`src/rtl/sfs_pkg.sv`:
```
package sfs_pkg;
  localparam int BYTE_W = 8;
  localparam int LEN_W  = 16;
  localparam int SKIP_W = 8;
  localparam int SEL_W  = 2;

  typedef enum logic [2:0] {
    ST_IDLE,
    ST_LOAD,
    ST_SHIFT,
    ST_HOLD,
    ST_DONE
  } seq_state_t;

  typedef struct packed {
    logic [SEL_W-1:0]  sel;
    logic              dual;
    logic              wr_only;
    logic [SKIP_W-1:0] skip;
    logic [LEN_W-1:0]  last;
  } frame_cfg_t;

  // Field layout: [31:30] select, [28] dual read, [27] write-only,
  // [23:16] skip count, [15:0] length minus one.
  function automatic frame_cfg_t decode_cmd(input logic [31:0] w);
    frame_cfg_t c;
    c.sel     = w[31:30];
    c.wr_only = w[27];
    c.skip    = w[23:16];
    c.last    = w[15:0];
    c.dual    = w[28] & (|w[23:16]);
    return c;
  endfunction
endpackage

```
`src/rtl/sfs_cmd_latch.sv`:
```
module sfs_cmd_latch
  import sfs_pkg::*;
(
  input  logic        clk,
  input  logic        rst_n,
  input  logic        cmd_wr,
  input  logic [31:0] cmd_word,
  input  logic        idle,
  output frame_cfg_t  cfg,
  output logic        start
);
  logic accept;
  assign accept = cmd_wr && idle && !start;

  always_ff @(posedge clk or negedge rst_n) begin
    if (!rst_n) begin
      cfg   <= '0;
      start <= 1'b0;
    end else begin
      start <= accept;
      if (accept) cfg <= decode_cmd(cmd_word);
    end
  end
endmodule

```
`src/rtl/sfs_shifter.sv`:
```
module sfs_shifter
  import sfs_pkg::*;
(
  input  logic              clk,
  input  logic              rst_n,
  input  logic              sck_tick,
  input  logic              load,
  input  logic [BYTE_W-1:0] load_data,
  input  logic              load_dual,
  input  logic [1:0]        sdi,
  output logic              sck,
  output logic              sdo,
  output logic              byte_done,
  output logic [BYTE_W-1:0] rx_byte
);
  localparam int STEP_W = $clog2(BYTE_W + 1);

  logic [BYTE_W-1:0] tx_sh;
  logic [BYTE_W-1:0] rx_sh;
  logic [STEP_W-1:0] steps;
  logic              active;
  logic              dual_q;

  always_ff @(posedge clk or negedge rst_n) begin
    if (!rst_n) begin
      tx_sh     <= '0;
      rx_sh     <= '0;
      steps     <= '0;
      active    <= 1'b0;
      dual_q    <= 1'b0;
      sck       <= 1'b0;
      byte_done <= 1'b0;
    end else begin
      byte_done <= 1'b0;
      if (load) begin
        tx_sh  <= load_data;
        steps  <= load_dual ? STEP_W'(BYTE_W / 2) : STEP_W'(BYTE_W);
        active <= 1'b1;
        dual_q <= load_dual;
        sck    <= 1'b0;
      end else if (active && sck_tick) begin
        if (!sck) begin
          sck   <= 1'b1;
          steps <= steps - 1'b1;
          if (dual_q) rx_sh <= {rx_sh[BYTE_W-3:0], sdi[1], sdi[0]};
          else        rx_sh <= {rx_sh[BYTE_W-2:0], sdi[0]};
        end else begin
          sck <= 1'b0;
          if (steps == '0) begin
            active    <= 1'b0;
            byte_done <= 1'b1;
          end else begin
            tx_sh <= {tx_sh[BYTE_W-2:0], 1'b0};
          end
        end
      end
    end
  end

  assign sdo     = tx_sh[BYTE_W-1];
  assign rx_byte = rx_sh;
endmodule

```
`src/rtl/sfs_ctrl.sv`:
```
module sfs_ctrl
  import sfs_pkg::*;
#(
  parameter int CS_HOLD = 3
) (
  input  logic              clk,
  input  logic              rst_n,
  input  logic              start,
  input  frame_cfg_t        cfg,
  input  logic              tx_valid,
  input  logic [BYTE_W-1:0] tx_data,
  output logic              tx_ready,
  output logic              rx_valid,
  output logic [BYTE_W-1:0] rx_data,
  input  logic              rx_ready,
  output logic              shift_load,
  output logic [BYTE_W-1:0] shift_data,
  output logic              shift_dual,
  input  logic              byte_done,
  input  logic [BYTE_W-1:0] rx_byte,
  output logic              idle,
  output logic              frame_active,
  output logic              done,
  output logic              sdo_en
);
  localparam int HOLD_W = (CS_HOLD < 2) ? 1 : $clog2(CS_HOLD);

  seq_state_t        state;
  logic [LEN_W-1:0]  byte_idx;
  logic [HOLD_W-1:0] hold_cnt;
  logic              cur_read;
  logic              cur_dual;

  logic in_skip, read_ph, dual_ph, go;

  assign in_skip = byte_idx < LEN_W'(cfg.skip);
  assign read_ph = !in_skip && !cfg.wr_only;
  assign dual_ph = read_ph && cfg.dual;
  assign go      = read_ph ? !rx_valid : tx_valid;

  assign shift_load = (state == ST_LOAD) && go;
  assign tx_ready   = shift_load && tx_valid && !dual_ph;
  assign shift_data = tx_ready ? tx_data : '0;
  assign shift_dual = dual_ph;

  always_ff @(posedge clk or negedge rst_n) begin
    if (!rst_n) begin
      state    <= ST_IDLE;
      byte_idx <= '0;
      hold_cnt <= '0;
      cur_read <= 1'b0;
      cur_dual <= 1'b0;
      rx_valid <= 1'b0;
      rx_data  <= '0;
    end else begin
      if (rx_valid && rx_ready) rx_valid <= 1'b0;
      unique case (state)
        ST_IDLE: begin
          if (start) begin
            state    <= ST_LOAD;
            byte_idx <= '0;
          end
        end
        ST_LOAD: begin
          if (go) begin
            state    <= ST_SHIFT;
            cur_read <= read_ph;
            cur_dual <= dual_ph;
          end
        end
        ST_SHIFT: begin
          if (byte_done) begin
            if (cur_read) begin
              rx_valid <= 1'b1;
              rx_data  <= rx_byte;
            end
            cur_dual <= 1'b0;
            if (byte_idx == cfg.last) begin
              state    <= ST_HOLD;
              hold_cnt <= '0;
            end else begin
              byte_idx <= byte_idx + 1'b1;
              state    <= ST_LOAD;
            end
          end
        end
        ST_HOLD: begin
          if (hold_cnt == HOLD_W'(CS_HOLD - 1)) state <= ST_DONE;
          else hold_cnt <= hold_cnt + 1'b1;
        end
        ST_DONE: state <= ST_IDLE;
        default: state <= ST_IDLE;
      endcase
    end
  end

  assign idle         = (state == ST_IDLE);
  assign done         = (state == ST_DONE);
  assign frame_active = (state == ST_LOAD) || (state == ST_SHIFT) || (state == ST_HOLD);
  assign sdo_en       = !((state == ST_SHIFT) && cur_dual);
endmodule

```
`src/rtl/spi_frame_sequencer.sv`:
```
module spi_frame_sequencer
  import sfs_pkg::*;
#(
  parameter int NUM_CS  = 4,
  parameter int CS_HOLD = 3
) (
  input  logic              clk,
  input  logic              rst_n,
  input  logic              sck_tick,
  input  logic              cmd_wr,
  input  logic [31:0]       cmd_word,
  input  logic              tx_valid,
  input  logic [BYTE_W-1:0] tx_data,
  output logic              tx_ready,
  output logic              rx_valid,
  output logic [BYTE_W-1:0] rx_data,
  input  logic              rx_ready,
  input  logic [1:0]        sdi,
  output logic              sck,
  output logic              sdo,
  output logic              sdo_en,
  output logic [NUM_CS-1:0] cs_n,
  output logic              busy,
  output logic              done
);
  frame_cfg_t        cfg;
  logic              start, idle, frame_active;
  logic              shift_load, shift_dual, byte_done;
  logic [BYTE_W-1:0] shift_data, rx_byte;

  sfs_cmd_latch u_latch (
    .clk(clk), .rst_n(rst_n), .cmd_wr(cmd_wr), .cmd_word(cmd_word),
    .idle(idle), .cfg(cfg), .start(start)
  );

  sfs_ctrl #(.CS_HOLD(CS_HOLD)) u_ctrl (
    .clk(clk), .rst_n(rst_n), .start(start), .cfg(cfg),
    .tx_valid(tx_valid), .tx_data(tx_data), .tx_ready(tx_ready),
    .rx_valid(rx_valid), .rx_data(rx_data), .rx_ready(rx_ready),
    .shift_load(shift_load), .shift_data(shift_data), .shift_dual(shift_dual),
    .byte_done(byte_done), .rx_byte(rx_byte), .idle(idle),
    .frame_active(frame_active), .done(done), .sdo_en(sdo_en)
  );

  sfs_shifter u_shift (
    .clk(clk), .rst_n(rst_n), .sck_tick(sck_tick), .load(shift_load),
    .load_data(shift_data), .load_dual(shift_dual), .sdi(sdi),
    .sck(sck), .sdo(sdo), .byte_done(byte_done), .rx_byte(rx_byte)
  );

  for (genvar i = 0; i < NUM_CS; i++) begin : g_cs
    assign cs_n[i] = !(frame_active && (32'(cfg.sel) == i));
  end

  assign busy = !idle || start;
endmodule

```
`config.mk`:
```
export PLATFORM = sky130hd
export DESIGN_NAME = spi_frame_sequencer
export DESIGN_NICKNAME = d
export VERILOG_FILES = /design/src/rtl/sfs_pkg.sv /design/src/rtl/sfs_cmd_latch.sv /design/src/rtl/sfs_shifter.sv /design/src/rtl/sfs_ctrl.sv /design/src/rtl/spi_frame_sequencer.sv
export SDC_FILE = /design/constraint.sdc
export NUM_CORES = 1
export LEC_CHECK = 0
export BUFFER_PORTS_ARGS = -buffer_cell sky130_fd_sc_hd__buf_2
export CAP_MARGIN = 30
export CORE_MARGIN = 5
export CORE_UTILIZATION = 62
export CTS_CLUSTER_DIAMETER = 50
export DETAILED_ROUTE_END_ITERATION = 7
export GPL_TIMING_DRIVEN = 0
export MAX_ROUTING_LAYER = met4
export PLACE_DENSITY = 0.85
export SLEW_MARGIN = 20
export SYNTH_ARGS = -nofsm -noshare
export SYNTH_HDL_FRONTEND = slang
export SYNTH_HIERARCHICAL = 1
export SYNTH_SLANG_ARGS = --single-unit
```
`constraint.sdc`:
```
create_clock -name clk -period 6.9 [get_ports clk]
set_input_delay 0.345 -clock clk [delete_from_list [all_inputs] [get_ports clk]]
set_output_delay 0.345 -clock clk [all_outputs]
set_load 0.02 [all_outputs]
```
# Word level (Yosys, flattened, before mapping)
# Cells that the tools add are included.
[totals]
inputBits = 48
output_inout_bits = 19
register_bits = 85
[op_classes]
n_addsub = 3
order_cmp = 1
bitwise = 3
mux = 43
n_reduce_logical = 48
n_eq_ne = 18
[op_table]
columns = ["cell", "count"]
rows = [
  ["$mux W16", 3],
  ["$mux W8", 6],
  ["$pmux W16 S2", 1],
  ["$mux W1", 18],
  ["$add A16 B1 Y16 const B", 1],
  ["$eq A16 B16 Y1", 1],
  ["$lt A16 B8 Y1", 1],
  ["$mux W4", 4],
  ["$reduce_and A3 Y1", 5],
  ["$logic_and A1 B1 Y1", 14],
  ["$mux W3", 4],
  ["$pmux W3 S4", 1],
  ["$reduce_and A4 Y1", 3],
  ["$reduce_bool A2 Y1", 6],
  ["$logic_not A1 Y1", 11],
  ["$ne A2 B1 Y1 const B", 5],
  ["$mux W2", 4],
  ["$ne A2 B2 Y1 const B", 4],
  ["$reduce_or A8 Y1", 1],
  ["$eq A2 B2 Y1 const B", 3],
  ["$eq A3 B2 Y1 const B", 2],
  ["$logic_not A4 Y1", 1],
  ["$pmux W2 S2", 1],
  ["$reduce_and A2 Y1", 2],
  ["other kinds (11)", 14],
]

# Logic depth before layout (Yosys ltp)
# Gate-level depths: netlist of the first run.
[depth]
ltp_word = 9
mapped_depth = 12
ltp_nobuf = 10

# Cells and area by module
# Netlist of the first run, hierarchy kept.
[modules_own_cells]
columns = ["module", "n_inst", "cells_per_inst", "area_each_um2", "seq_area_each_um2"]
rows = [
  ["sfs_ctrl", 1, 275, 2461.1, 800.8],
  ["sfs_shifter", 1, 108, 1161.1, 600.6],
  ["sfs_cmd_latch", 1, 66, 1088.5, 725.7],
  ["spi_frame_sequencer", 1, 5, 35.0, 0.0],
]

# Worst setup path before layout of the first run
# Ideal clock, no wire load.
[synth_timing]
path_kind = "reg-to-reg"
from = "register u_ctrl.byte_idx[2]"
to = "register u_shift.steps[3]"
required_time_ps = 6776
n_path_buf = 2
slack_ps = 4290
setup_time_ps = 124
arrival_time_ps = 2486
stages_incl_launch_ff = 11
path_cell_list = "dfrtp_1 > ha_1 > a211oi_1 > o21ai_0 > a211o_1 > mux2i_1 > nor2_1 > clkbuf_1 > buf_2 > nand2_1 > o31a_1"
[synth_between]
elab_chain_len = 7
word_cells_on_any_way = 11
cone_classes = "order compare (1); eq/ne (1); mux (3); reduce/logical (6)"
[synth_rtl]
columns = ["item", "line_no", "text"]
rows = [
  ["start, declared", "sfs_ctrl.sv:29", "logic [LEN_W-1:0] byte_idx;"],
  ["start signal, assigned", "sfs_ctrl.sv:82", "byte_idx <= byte_idx + 1'b1;"],
  ["$lt A16 B8 Y1 *", "sfs_ctrl.sv:36", "assign in_skip = byte_idx < LEN_W'(cfg.skip);"],
  ["$logic_not A1 Y1 *", "sfs_ctrl.sv:37", "assign read_ph = !in_skip && !cfg.wr_only;"],
  ["$logic_and A1 B1 Y1 *", "sfs_ctrl.sv:37", ""],
  ["$mux W1 *", "sfs_ctrl.sv:39", "assign go = read_ph ? !rx_valid : tx_valid;"],
  ["$logic_and A1 B1 Y1 *", "sfs_ctrl.sv:41", "assign shift_load = (state == ST_LOAD) && go;"],
  ["via shift_load", "spi_frame_sequencer.sv:28", "logic shift_load, shift_dual, byte_done;"],
  ["$ne A2 B2 Y1 (no source line) or $reduce_bool A2 Y1 (tied branches)", "--", ""],
  ["$reduce_and A2 Y1 (no source line)", "--", ""],
  ["end signal, assigned", "sfs_shifter.sv:37", "steps <= load_dual ? STEP_W'(BYTE_W / 2) : STEP_W'(BYTE_W);"],
  ["end signal, assigned", "sfs_shifter.sv:44", "steps <= steps - 1'b1;"],
  ["end, declared", "sfs_shifter.sv:20", "logic [STEP_W-1:0] steps;"],
]
# Mark *: on every way through the listed nets, which the timed path passes. The rest lies on a longest branch.
# A chain may end at the register's enable or synchronous reset.

# Worst setup path after layout of the first run
[layout_timing]
from = "register u_ctrl.byte_idx[9]"
to = "register u_shift.steps[3]"
# The elaborated chain is that of the path after synthesis.

==> results of run 1 <==
==> worst paths after layout <==
kind	start	end	slack, ns	depth (start not counted)
worst min register to register	u_latch/cfg[16]	u_latch/cfg[16]	0.51	1
worst max-delay path	u_ctrl/byte_idx[9]	u_shift/steps[3]	3.67	10
worst min-delay path	rx_ready	u_ctrl/rx_valid	0.18	2
max in group asynchronous	rst_n	u_shift/steps[3]	5.85	3
min in group asynchronous	rst_n	u_latch/cfg[23]	0.45	2
worst max register to register	u_ctrl/byte_idx[9]	u_shift/steps[3]	3.67	10
==> layout make-up <==
class	instances	share of cell area, %
clock buffer	9	2.292
sequential	85	39.35
buffer	27	2.546
inverter	17	1.181
multi-input combinational	325	44.72
timing repair buffer	64	6.481
clock inverter	7	1.065
tap	102	2.361
==> power by group through the flow <==
stage | Sequential, mW | Combinational [mW] | Clock (mW)
6_report | 0.791 | 0.763 | 0.324
5_1_grt | 0.812 | 0.847 | 0.358
4_1_cts | 0.791 | 0.761 | 0.330
3_5_place_dp | 0.800 | 0.757 | 0
3_3_place_gp | 0.787 | 0.725 | 0
2_1_floorplan | 0.768 | 0.573 | 0
==> metal layers <==
metal | part of all wire [%] | up-vias | track usage [%]
li1 | - | 1814 | -
met2 | 50 | 123 | 41.01
met1 | 42 | 1927 | 31.27
met5 | 0 | - | -
met4 | 3.1 | 0 | 9.904
met3 | 5.0 | 34 | 3.518
==> state kept, by name, summed over array words and instances, names as in the netlist <==
signal / count
u_latch/cfg: 28
u_ctrl/cur_dual: 1
u_shift/rx_byte: 8
u_shift/tx_sh: 8
u_shift/sck: 1
u_ctrl/hold_cnt: 2
u_shift/active: 1
u_shift/steps: 4
u_shift/byte_done: 1
u_ctrl/cur_read: 1
u_ctrl/rx_data: 8
u_ctrl/rx_valid: 1
u_ctrl/state: 3
u_shift/dual_q: 1
u_latch/start: 1
u_ctrl/byte_idx: 16
==> synth_stat cells (all sizes together), types with 2 or more instances <==
cell type	count
nor4	5
dfrtp	85
a222oi	4
nand2b	8
o21bai	2
and3	4
o221ai	4
a21oi	16
mux2	37
inv	17
xor2	3
or3b	2
a221o	8
nor3	9
nor3b	9
nand3b	10
o21ai	12
mux2i	10
a211oi	5
xnor2	15
o2bb2ai	7
and2	14
clkbuf	11
nor2	22
a2111o	2
nand4	9
nand2	27
a31oi	2
nor2b	8
a211o	2
or3	9
o211ai	5
or2	5
ha	10
nand3	20
and4	2
buf	16
o21a	2
or4	3
==> through the flow <==
stage	cells	util, %	setup WS [ns]
floorplan	454	-	4.290
CTS	636	71.05	3.760
global route	636	71.05	3.443
detailed placement	619	68.54	3.790
global placement	618	68.14	3.804
finish	636	71.05	3.670
==> cells in the final DEF (no fill, tap or decap), types with 11 or more instances in the layout <==
cell                       instances
sky130_fd_sc_hd__dfrtp_1          85
sky130_fd_sc_hd__buf_2            72
sky130_fd_sc_hd__mux2_2           34
sky130_fd_sc_hd__nand2_1          27
sky130_fd_sc_hd__nor2_1           22
sky130_fd_sc_hd__nand3_1          19
sky130_fd_sc_hd__inv_1            17
sky130_fd_sc_hd__a21oi_1          16
sky130_fd_sc_hd__xnor2_1          15
sky130_fd_sc_hd__and2_1           14
sky130_fd_sc_hd__clkbuf_1         11
==> kinds of logic (layout without fill, tap and decap cells) <==
logic type	Yosys count	in the layout	share of synthesized area, %
simple gates	171	171	21.22
buf+inv	44	124	4.245
xor+xnor	18	18	3.322
compound gates	79	79	12.87
fa+ha+maj	10	10	2.636
flops	85	85	44.82
mux	47	47	10.89
==> worst register-to-register path, cell delays in order, from the launching register on <==
cell and delay (ns):
sky130_fd_sc_hd__dfrtp_1 0.39, sky130_fd_sc_hd__buf_2 0.18, sky130_fd_sc_hd__nor4_1 0.48, sky130_fd_sc_hd__a31oi_1 0.19, sky130_fd_sc_hd__a211o_1 0.32, sky130_fd_sc_hd__mux2i_1 0.14, sky130_fd_sc_hd__nor2_1 0.46, sky130_fd_sc_hd__clkbuf_1 0.41
sky130_fd_sc_hd__buf_2 0.30, sky130_fd_sc_hd__nand2_1 0.12, sky130_fd_sc_hd__o31a_1 0.12
==> what timing repair did <==
item | in CTS | in global routing
hold buffers | 1 | 0
setup buffers | 0 | 0
endpoints found under the hold margin | 27 | 0
==> flow_summary.html, run 1 <==
<table>
<tr><th>Metric</th><th>Value</th></tr>
<tr><th colspan="2">Outcome</th></tr>
<tr><td>Result of the run</td><td>finished clean</td></tr>
<tr><th colspan="2">Power</th></tr>
<tr><td>Share of total power in sequential cells</td><td>42.1%</td></tr>
<tr><td>Peak VDD IR</td><td>231.9 µV</td></tr>
<tr><td>Clock power frac</td><td>17.3%</td></tr>
<tr><td>Proportion of power drawn by combinational gates</td><td>40.6%</td></tr>
<tr><td>Switching component of the power</td><td>0.7404 mW</td></tr>
<tr><td>Power per unit of standard cell area</td><td>347.4 nW/µm²</td></tr>
<tr><td>Post-layout total power</td><td>1.878 mW</td></tr>
<tr><td>Internal power</td><td>1.138 mW</td></tr>
<tr><td>P_leak</td><td>2.389 nW</td></tr>
<tr><td>Switching power as a share of total power</td><td>39.43%</td></tr>
<tr><th colspan="2">Global routing</th></tr>
<tr><td>First-pass GRT wire length</td><td>18940 µm</td></tr>
<tr><td>Number of global-route vias before repair</td><td>3964</td></tr>
<tr><td>Global-route total usage across every layer</td><td>24.96%</td></tr>
<tr><td>Largest net degree at the start of global routing</td><td>59</td></tr>
<tr><td>Initial antenna violation count</td><td>0</td></tr>
<tr><td>Leftover overflow at the end of global routing</td><td>0</td></tr>
<tr><th colspan="2">Synthesis</th></tr>
<tr><td>Primary FF master, synth</td><td>sky130_fd_sc_hd__dfrtp_1</td></tr>
<tr><td>Mean Syn Cell Area</td><td>10.45 µm²</td></tr>
<tr><td>Post-Syn Area</td><td>4746 µm²</td></tr>
<tr><td>Synthesis warning total</td><td>6</td></tr>
<tr><td>Number of enable flip-flop cells after synthesis</td><td>0</td></tr>
<tr><td>Largest cells by area after synthesis</td><td>sky130_fd_sc_hd__dfrtp_1 (45%), sky130_fd_sc_hd__mux2_2 (8.1%), sky130_fd_sc_hd__xnor2_1 (2.8%)</td></tr>
<tr><td>Post-Synthesis Cells</td><td>454</td></tr>
<tr><td>Proportion of register bits with asynchronous set or reset after synthesis</td><td>100.0%</td></tr>
<tr><td>Post-synth top area cell</td><td>sky130_fd_sc_hd__dfrtp_1</td></tr>
<tr><td>Area share of the largest cell type after synthesis</td><td>44.82%</td></tr>
<tr><td>Flip-flop and latch count after synthesis</td><td>85</td></tr>
<tr><td>Proportion of synthesized chip area in sequential cells</td><td>44.82%</td></tr>
<tr><td>Unique masters post-synth</td><td>64</td></tr>
<tr><td>Syn_nets</td><td>512</td></tr>
<tr><th colspan="2">Clocking</th></tr>
<tr><td>CTS tree</td><td>yes</td></tr>
<tr><td>Buffer cell driving the clock tree root</td><td>sky130_fd_sc_hd__clkbuf_8</td></tr>
<tr><td>Later-pin clock latency in the skew report</td><td>0.35 ns</td></tr>
<tr><td>Num Clock Sinks</td><td>85</td></tr>
<tr><td>Maximum buffer depth of the clock tree</td><td>2</td></tr>
<tr><td>Number of CTS-inserted buffers</td><td>9</td></tr>
<tr><td>CTS H-Tree Depth</td><td>3</td></tr>
<tr><td>Reg clk slew, reported paths</td><td>0.09 ns</td></tr>
<tr><td>Total of cells resized after clock tree synthesis</td><td>0</td></tr>
<tr><th colspan="2">STA</th></tr>
<tr><td>Setup repair after global routing missed its margin</td><td>false</td></tr>
<tr><td>Setup violations, final</td><td>0</td></tr>
<tr><td>Pins Over Slew Limit</td><td>0</td></tr>
<tr><td>Smallest hold slack</td><td>0.1753 ns</td></tr>
<tr><td>Fin crit period</td><td>3.230 ns</td></tr>
<tr><td>Max transition margin</td><td>60.75%</td></tr>
<tr><td>Hold Violations, Final</td><td>0</td></tr>
<tr><td>Worst clock skew</td><td>0.007581 ns</td></tr>
<tr><td>Top achievable clock speed</td><td>0.3096 GHz</td></tr>
<tr><td>Sum of negative setup slack</td><td>0 ns</td></tr>
<tr><td>Worst-Margin Slew</td><td>0.5866 ns</td></tr>
<tr><td>Share of the clock period used by the worst path</td><td>46.81%</td></tr>
<tr><th colspan="2">Place</th></tr>
<tr><td>Count of buffers from port buffering</td><td>62</td></tr>
<tr><td>Placer's final routability congestion estimate</td><td>0.9191</td></tr>
<tr><td>Estimated wirelength of the detail-placed design</td><td>8103 µm</td></tr>
<tr><td>Post-placement cell area</td><td>5214 µm²</td></tr>
<tr><th colspan="2">Setup path</th></tr>
<tr><td>Top cell family by delay on the critical path</td><td>simple AND/OR/NAND/NOR gates</td></tr>
<tr><td>Chain of cells forming the critical path</td><td>buf_2 -&gt; nor4_1 -&gt; a31oi_1 -&gt; a211o_1 -&gt; mux2i_1 -&gt; nor2_1 -&gt; clkbuf_1 -&gt; buf_2 -&gt; nand2_1 -&gt; o31a_1</td></tr>
<tr><td>Library cell appearing most often on the critical path</td><td>sky130_fd_sc_hd__buf_2</td></tr>
<tr><td>Critical-path maximum fanout</td><td>10</td></tr>
<tr><td>Critical path capture point type</td><td>flop</td></tr>
<tr><td>Startpoint kind of the worst setup timing path</td><td>flop</td></tr>
<tr><td>Critical path buffers and inverters</td><td>3</td></tr>
<tr><td>Critical Path Max Stage Delay</td><td>0.48 ns</td></tr>
<tr><td>Critical Path RT</td><td>7.14 ns</td></tr>
<tr><td>Critical path class</td><td>flop to flop</td></tr>
<tr><td>Slowest-stage cell, CP</td><td>sky130_fd_sc_hd__nor4_1</td></tr>
<tr><td>Data arrival time of the critical path</td><td>3.47 ns</td></tr>
<tr><th colspan="2">Detailed routing</th></tr>
<tr><td>Vias/cell</td><td>6.129</td></tr>
<tr><td>Sum of routed wire length over all layers</td><td>10810 µm</td></tr>
<tr><td>Vias</td><td>3898</td></tr>
<tr><td>Antenna-violating nets left</td><td>0</td></tr>
<tr><td>DRT Pass-1 Iters</td><td>7</td></tr>
<tr><td>DRC</td><td>0</td></tr>
<tr><td>Average routed wire per standard cell</td><td>16.99 µm</td></tr>
<tr><td>Initial DRC count</td><td>236</td></tr>
<tr><th colspan="2">Floorplanning</th></tr>
<tr><td>Chip width</td><td>97.49 µm</td></tr>
<tr><td>Starting utilization of the core area</td><td>62.38%</td></tr>
<tr><td>Die height</td><td>97.49 µm</td></tr>
<tr><td>Placeable core region</td><td>7607 µm²</td></tr>
<tr><td>Area enclosed by the die boundary</td><td>9504 µm²</td></tr>
<tr><td>Number of top-level pins</td><td>67</td></tr>
<tr><td>Rows</td><td>32</td></tr>
<tr><th colspan="2">Finish</th></tr>
<tr><td>Fraction of final layout cells sized beyond drive strength 1</td><td>26.40%</td></tr>
<tr><td>Nets</td><td>587</td></tr>
<tr><td>Synth-to-Final Area Change</td><td>13.89%</td></tr>
<tr><td>Final std cell area, no fill</td><td>5405 µm²</td></tr>
<tr><td>Storage element area</td><td>2127 µm²</td></tr>
<tr><td>Number of diodes added for antenna fixing</td><td>0</td></tr>
<tr><td>Area used by multi-input combinational logic</td><td>2417 µm²</td></tr>
<tr><td>Number of fill cells</td><td>599</td></tr>
<tr><th colspan="2">Min path</th></tr>
<tr><td>Hold crit path type</td><td>input port to flop</td></tr>
<tr><th colspan="2">Run</th></tr>
<tr><td>Max-cap viol count</td><td>0</td></tr>
</table>
Note: power is estimated with default switching activity, not from simulation.
==> run 2, diff against run 1 <==
Settings changed: CORE_UTILIZATION 62 to 58, PLACE_DENSITY 0.85 to 0.81.
Clock period 6.9 ns to 3.1 ns, I/O delays scaled along.
==> run 2 against run 1 <==
  * Cell count grew 0.79%
  * Utilization down 4.0 points
  * Sequential share of layout area decreased by 0.17 points
  * Register-to-register slack worse by 3.4 ns
  * Maximum frequency is 13% higher
  * Worst setup slack got worse by 3.4 ns
  * Critical endpoint unchanged
  * Largest cell class unchanged
==> flow_summary.html, run 2 (same netlist as run 1, synthesis figures left out) <==
<table>
<tr><th>Metric</th><th>Value</th></tr>
<tr><th colspan="2">Outcome</th></tr>
<tr><td>Result of the run</td><td>finished clean (unchanged)</td></tr>
<tr><th colspan="2">Global routing</th></tr>
<tr><td>Largest net degree at the start of global routing</td><td>52 (was 59)</td></tr>
<tr><td>Met3 track demand over resource</td><td>3.322% (was 3.518%)</td></tr>
<tr><td>Leftover overflow at the end of global routing</td><td>0 (unchanged)</td></tr>
<tr><td>Initial antenna violation count</td><td>0 (unchanged)</td></tr>
<tr><td>Busiest grt layer</td><td>met2 (unchanged)</td></tr>
<tr><td>Number of global-route vias before repair</td><td>3856 (was 3964)</td></tr>
<tr><td>Met2 demand-to-capacity share in global routing</td><td>38.53% (was 41.01%)</td></tr>
<tr><td>Global-route total usage across every layer</td><td>23.84% (was 24.96%)</td></tr>
<tr><td>First-pass GRT wire length</td><td>18660 µm (was 18940 µm)</td></tr>
<tr><td>Met1 usage in global routing</td><td>30.76% (was 31.27%)</td></tr>
<tr><th colspan="2">Detailed routing</th></tr>
<tr><td>Sum of routed wire length over all layers</td><td>11120 µm (was 10810 µm)</td></tr>
<tr><td>Initial DRC count</td><td>256 (was 236)</td></tr>
<tr><td>Vias/cell</td><td>6.167 (was 6.129)</td></tr>
<tr><td>Average routed wire per standard cell</td><td>17.35 µm (was 16.99 µm)</td></tr>
<tr><td>Vias</td><td>3953 (was 3898)</td></tr>
<tr><td>Antenna-violating nets left</td><td>0 (unchanged)</td></tr>
<tr><td>DRC</td><td>0 (unchanged)</td></tr>
<tr><td>DRT Pass-1 Iters</td><td>5 (was 7)</td></tr>
<tr><th colspan="2">Min path</th></tr>
<tr><td>Worst Hold End</td><td>u_latch/cfg[11] (was u_ctrl/rx_valid)</td></tr>
<tr><td>Hold crit path type</td><td>input port to flop (unchanged)</td></tr>
<tr><td>Hold path cells</td><td>2 (unchanged)</td></tr>
<tr><td>HP Start</td><td>cmd_word[11] (was rx_ready)</td></tr>
<tr><th colspan="2">Setup path</th></tr>
<tr><td>Startpoint kind of the worst setup timing path</td><td>flop (unchanged)</td></tr>
<tr><td>Data arrival time of the critical path</td><td>3.09 ns (was 3.47 ns)</td></tr>
<tr><td>Critical-path maximum fanout</td><td>10 (unchanged)</td></tr>
<tr><td>Critical path capture point type</td><td>flop (unchanged)</td></tr>
<tr><td>Chain of cells forming the critical path</td><td>buf_2 -&gt; nor4_1 -&gt; a31oi_1 -&gt; a211o_1 -&gt; mux2i_1 -&gt; nor2_4 -&gt; clkbuf_2 -&gt; buf_2 -&gt; nand2_1 -&gt; o31a_1 (was buf_2 -&gt; nor4_1 -&gt; a31oi_1 -&gt; a211o_1 -&gt; mux2i_1 -&gt; nor2_1 -&gt; clkbuf_1 -&gt; buf_2 -&gt; nand2_1 -&gt; o31a_1)</td></tr>
<tr><td>Depth of the worst register-to-register path</td><td>10 (unchanged)</td></tr>
<tr><td>Worst r2r src</td><td>u_ctrl/byte_idx[9] (unchanged)</td></tr>
<tr><td>Critical Path RT</td><td>3.33 ns (was 7.14 ns)</td></tr>
<tr><td>Critical path class</td><td>flop to flop (unchanged)</td></tr>
<tr><td>Register-to-register path setup slack</td><td>0.24 ns (was 3.67 ns)</td></tr>
<tr><td>Capture instance of the worst register-to-register path</td><td>u_shift/steps[3] (unchanged)</td></tr>
<tr><td>Slowest-stage cell, CP</td><td>sky130_fd_sc_hd__nor4_1 (unchanged)</td></tr>
<tr><td>Critical Path Max Stage Delay</td><td>0.45 ns (was 0.48 ns)</td></tr>
<tr><td>Library cell appearing most often on the critical path</td><td>sky130_fd_sc_hd__buf_2 (unchanged)</td></tr>
<tr><td>Startpoint of the worst setup timing path</td><td>u_ctrl/byte_idx[9] (unchanged)</td></tr>
<tr><th colspan="2">STA</th></tr>
<tr><td>Share of the clock period used by the worst path</td><td>92.13% (was 46.81%)</td></tr>
<tr><td>Setup slack after layout</td><td>0.2441 ns (was 3.670 ns)</td></tr>
<tr><td>Top achievable clock speed</td><td>0.3502 GHz (was 0.3096 GHz)</td></tr>
<tr><td>Worst-Margin Slew</td><td>0.5675 ns (was 0.5866 ns)</td></tr>
<tr><td>Setup repair after global routing missed its margin</td><td>false (unchanged)</td></tr>
<tr><td>Hold Violations, Final</td><td>0 (unchanged)</td></tr>
<tr><td>Pins Over Slew Limit</td><td>0 (unchanged)</td></tr>
<tr><td>Fin crit period</td><td>2.856 ns (was 3.230 ns)</td></tr>
<tr><td>Max transition margin</td><td>62.16% (was 60.75%)</td></tr>
<tr><td>Setup violations, final</td><td>0 (unchanged)</td></tr>
<tr><td>Worst clock skew</td><td>0.01382 ns (was 0.007581 ns)</td></tr>
<tr><th colspan="2">Place</th></tr>
<tr><td>Estimated wirelength of the detail-placed design</td><td>8198 µm (was 8103 µm)</td></tr>
<tr><td>Cell count after placement</td><td>622 (was 619)</td></tr>
<tr><td>Placer's final routability congestion estimate</td><td>0.8991 (was 0.9191)</td></tr>
<tr><td>Count of buffers from port buffering</td><td>62 (unchanged)</td></tr>
<tr><td>Setup WS pre-CTS</td><td>-0.08642 ns (was 3.790 ns)</td></tr>
<tr><th colspan="2">Power</th></tr>
<tr><td>P_leak</td><td>2.409 nW (was 2.389 nW)</td></tr>
<tr><td>Peak VDD IR</td><td>478.4 µV (was 231.9 µV)</td></tr>
<tr><td>Power per unit of standard cell area</td><td>772.5 nW/µm² (was 347.4 nW/µm²)</td></tr>
<tr><th colspan="2">Finish</th></tr>
<tr><td>Biggest regs</td><td>u_latch/cfg x28, u_ctrl/byte_idx x16 (unchanged)</td></tr>
<tr><td>Synth-to-Final Area Change</td><td>14.39% (was 13.89%)</td></tr>
<tr><td>Area used by multi-input combinational logic</td><td>2425 µm² (was 2417 µm²)</td></tr>
<tr><td>Non-Filler Instances</td><td>641 (was 636)</td></tr>
<tr><td>Fraction of final layout cells sized beyond drive strength 1</td><td>26.68% (was 26.40%)</td></tr>
<tr><td>Flip-flop count of the largest register, all copies and words added</td><td>28 (unchanged)</td></tr>
<tr><td>Most used cells in the layout excluding fill and tap cells</td><td>sky130_fd_sc_hd__dfrtp_1 (85), sky130_fd_sc_hd__buf_2 (72), sky130_fd_sc_hd__mux2_2 (34) (unchanged)</td></tr>
<tr><td>Nets</td><td>589 (was 587)</td></tr>
<tr><td>Largest register by flop count</td><td>u_latch/cfg (unchanged)</td></tr>
<tr><td>Number of fill cells</td><td>643 (was 599)</td></tr>
<tr><td>Storage element area</td><td>2127 µm² (unchanged)</td></tr>
<tr><td>Fin util</td><td>67.08% (was 71.05%)</td></tr>
<tr><td>Number of diodes added for antenna fixing</td><td>0 (unchanged)</td></tr>
<tr><td>Most frequent standard cell in the layout excluding fill and tap cells</td><td>sky130_fd_sc_hd__dfrtp_1 (unchanged)</td></tr>
<tr><th colspan="2">Clocking</th></tr>
<tr><td>Later-pin clock latency in the skew report</td><td>0.36 ns (was 0.35 ns)</td></tr>
<tr><td>Num Clock Sinks</td><td>85 (unchanged)</td></tr>
<tr><td>Number of CTS-inserted buffers</td><td>9 (unchanged)</td></tr>
<tr><td>Setup Fix Bufs, Post-CTS</td><td>0 (unchanged)</td></tr>
<tr><td>CTS tree</td><td>yes (unchanged)</td></tr>
<tr><td>Maximum buffer depth of the clock tree</td><td>2 (unchanged)</td></tr>
<tr><td>Reg clk slew, reported paths</td><td>0.09 ns (about the same)</td></tr>
<tr><td>Buffer cell driving the clock tree root</td><td>sky130_fd_sc_hd__clkbuf_8 (unchanged)</td></tr>
<tr><td>CTS H-Tree Depth</td><td>3 (unchanged)</td></tr>
<tr><th colspan="2">Floorplanning</th></tr>
<tr><td>Placeable core region</td><td>8093 µm² (was 7607 µm²)</td></tr>
<tr><td>Number of top-level pins</td><td>67 (unchanged)</td></tr>
<tr><td>Area enclosed by the die boundary</td><td>10090 µm² (was 9504 µm²)</td></tr>
<tr><td>Die height</td><td>100.5 µm (was 97.49 µm)</td></tr>
<tr><td>Chip width</td><td>100.5 µm (was 97.49 µm)</td></tr>
<tr><td>Rows</td><td>33 (was 32)</td></tr>
<tr><td>Starting utilization of the core area</td><td>58.64% (was 62.38%)</td></tr>
<tr><th colspan="2">Run</th></tr>
<tr><td>Max-cap viol count</td><td>0 (unchanged)</td></tr>
</table>
## run 2: changes by cell type in the layout (fill, tap and decap cells not counted)
cell                            before  now
sky130_fd_sc_hd__clkinv_2            0    3
sky130_fd_sc_hd__clkinvlp_4          3    1
sky130_fd_sc_hd__dlygate4sd3_1       1    3
sky130_fd_sc_hd__clkbuf_1           11   10
sky130_fd_sc_hd__clkbuf_2            0    1
sky130_fd_sc_hd__clkinv_4            2    1
sky130_fd_sc_hd__nor2_1             22   21
sky130_fd_sc_hd__nor2_4              0    1
## run 2: stage by stage
stage                     hold WS (ns)  power (mW)  TNS (ns)  cell area, µm²
after floorplan                -0.1406       2.985         0            4746
after global placement          0.3407       3.374  -0.02921            5187
after detailed placement        0.1496       3.476   -0.1552            5218
after CTS                     0.004244       4.191         0            5423
after global routing          0.008625       4.492         0            5429
final                          0.01540       4.194         0            5429
## run 2: layer usage
| metal | vias up | share of wire [%] |
|---|---|---|
| met1 | 1914 | 41 |
| met2 | 182 | 50 |
| met3 | 42 | 6.5 |
| met5 | - | 0 |
| li1 | 1815 | - |
| met4 | 0 | 3.1 |
## run 2: worst max-delay path by stage
stage | endpoint | slack [ns]
after global placement | u_shift/steps[3] | -0.03
after detailed placement | u_shift/steps[3] | -0.09
after global routing | u_shift/rx_byte[5] | 0.04
after floorplan | u_shift/steps[3] | 0.49
after CTS | u_shift/steps[3] | 0.05
final | u_shift/steps[3] | 0.24
## run 2: timing repair
action                     4_1_cts  5_1_grt
resized for setup                1        3
setup endpoints to repair        3       10
hold endpoints to repair        36        0
hold buffers                     3        0
## run 2: area by class of cell
class	instances	share of cell area (%)
Multi-Input combinational cell	325	44.66
Inverter	17	1.175
Clock buffer	9	2.282
Tap cell	105	2.420
Sequential cell	85	39.18
Buffer	27	2.558
Timing Repair Buffer	66	6.822
Clock inverter	7	0.8988
## run 2: report_power, final
group,total [mW],internal [mW],switching (mW)
Combinational,1.72,0.770,0.954
Clock,0.709,0.294,0.415
Sequential,1.76,1.47,0.292
## run 2: critical path, delay by kind of cell (launching register included)
kind / cells / cell delay, ns
compound gates: 3 / 0.66
buf+inv: 3 / 0.72
flops: 1 / 0.39
mux: 1 / 0.17
simple gates: 3 / 0.80
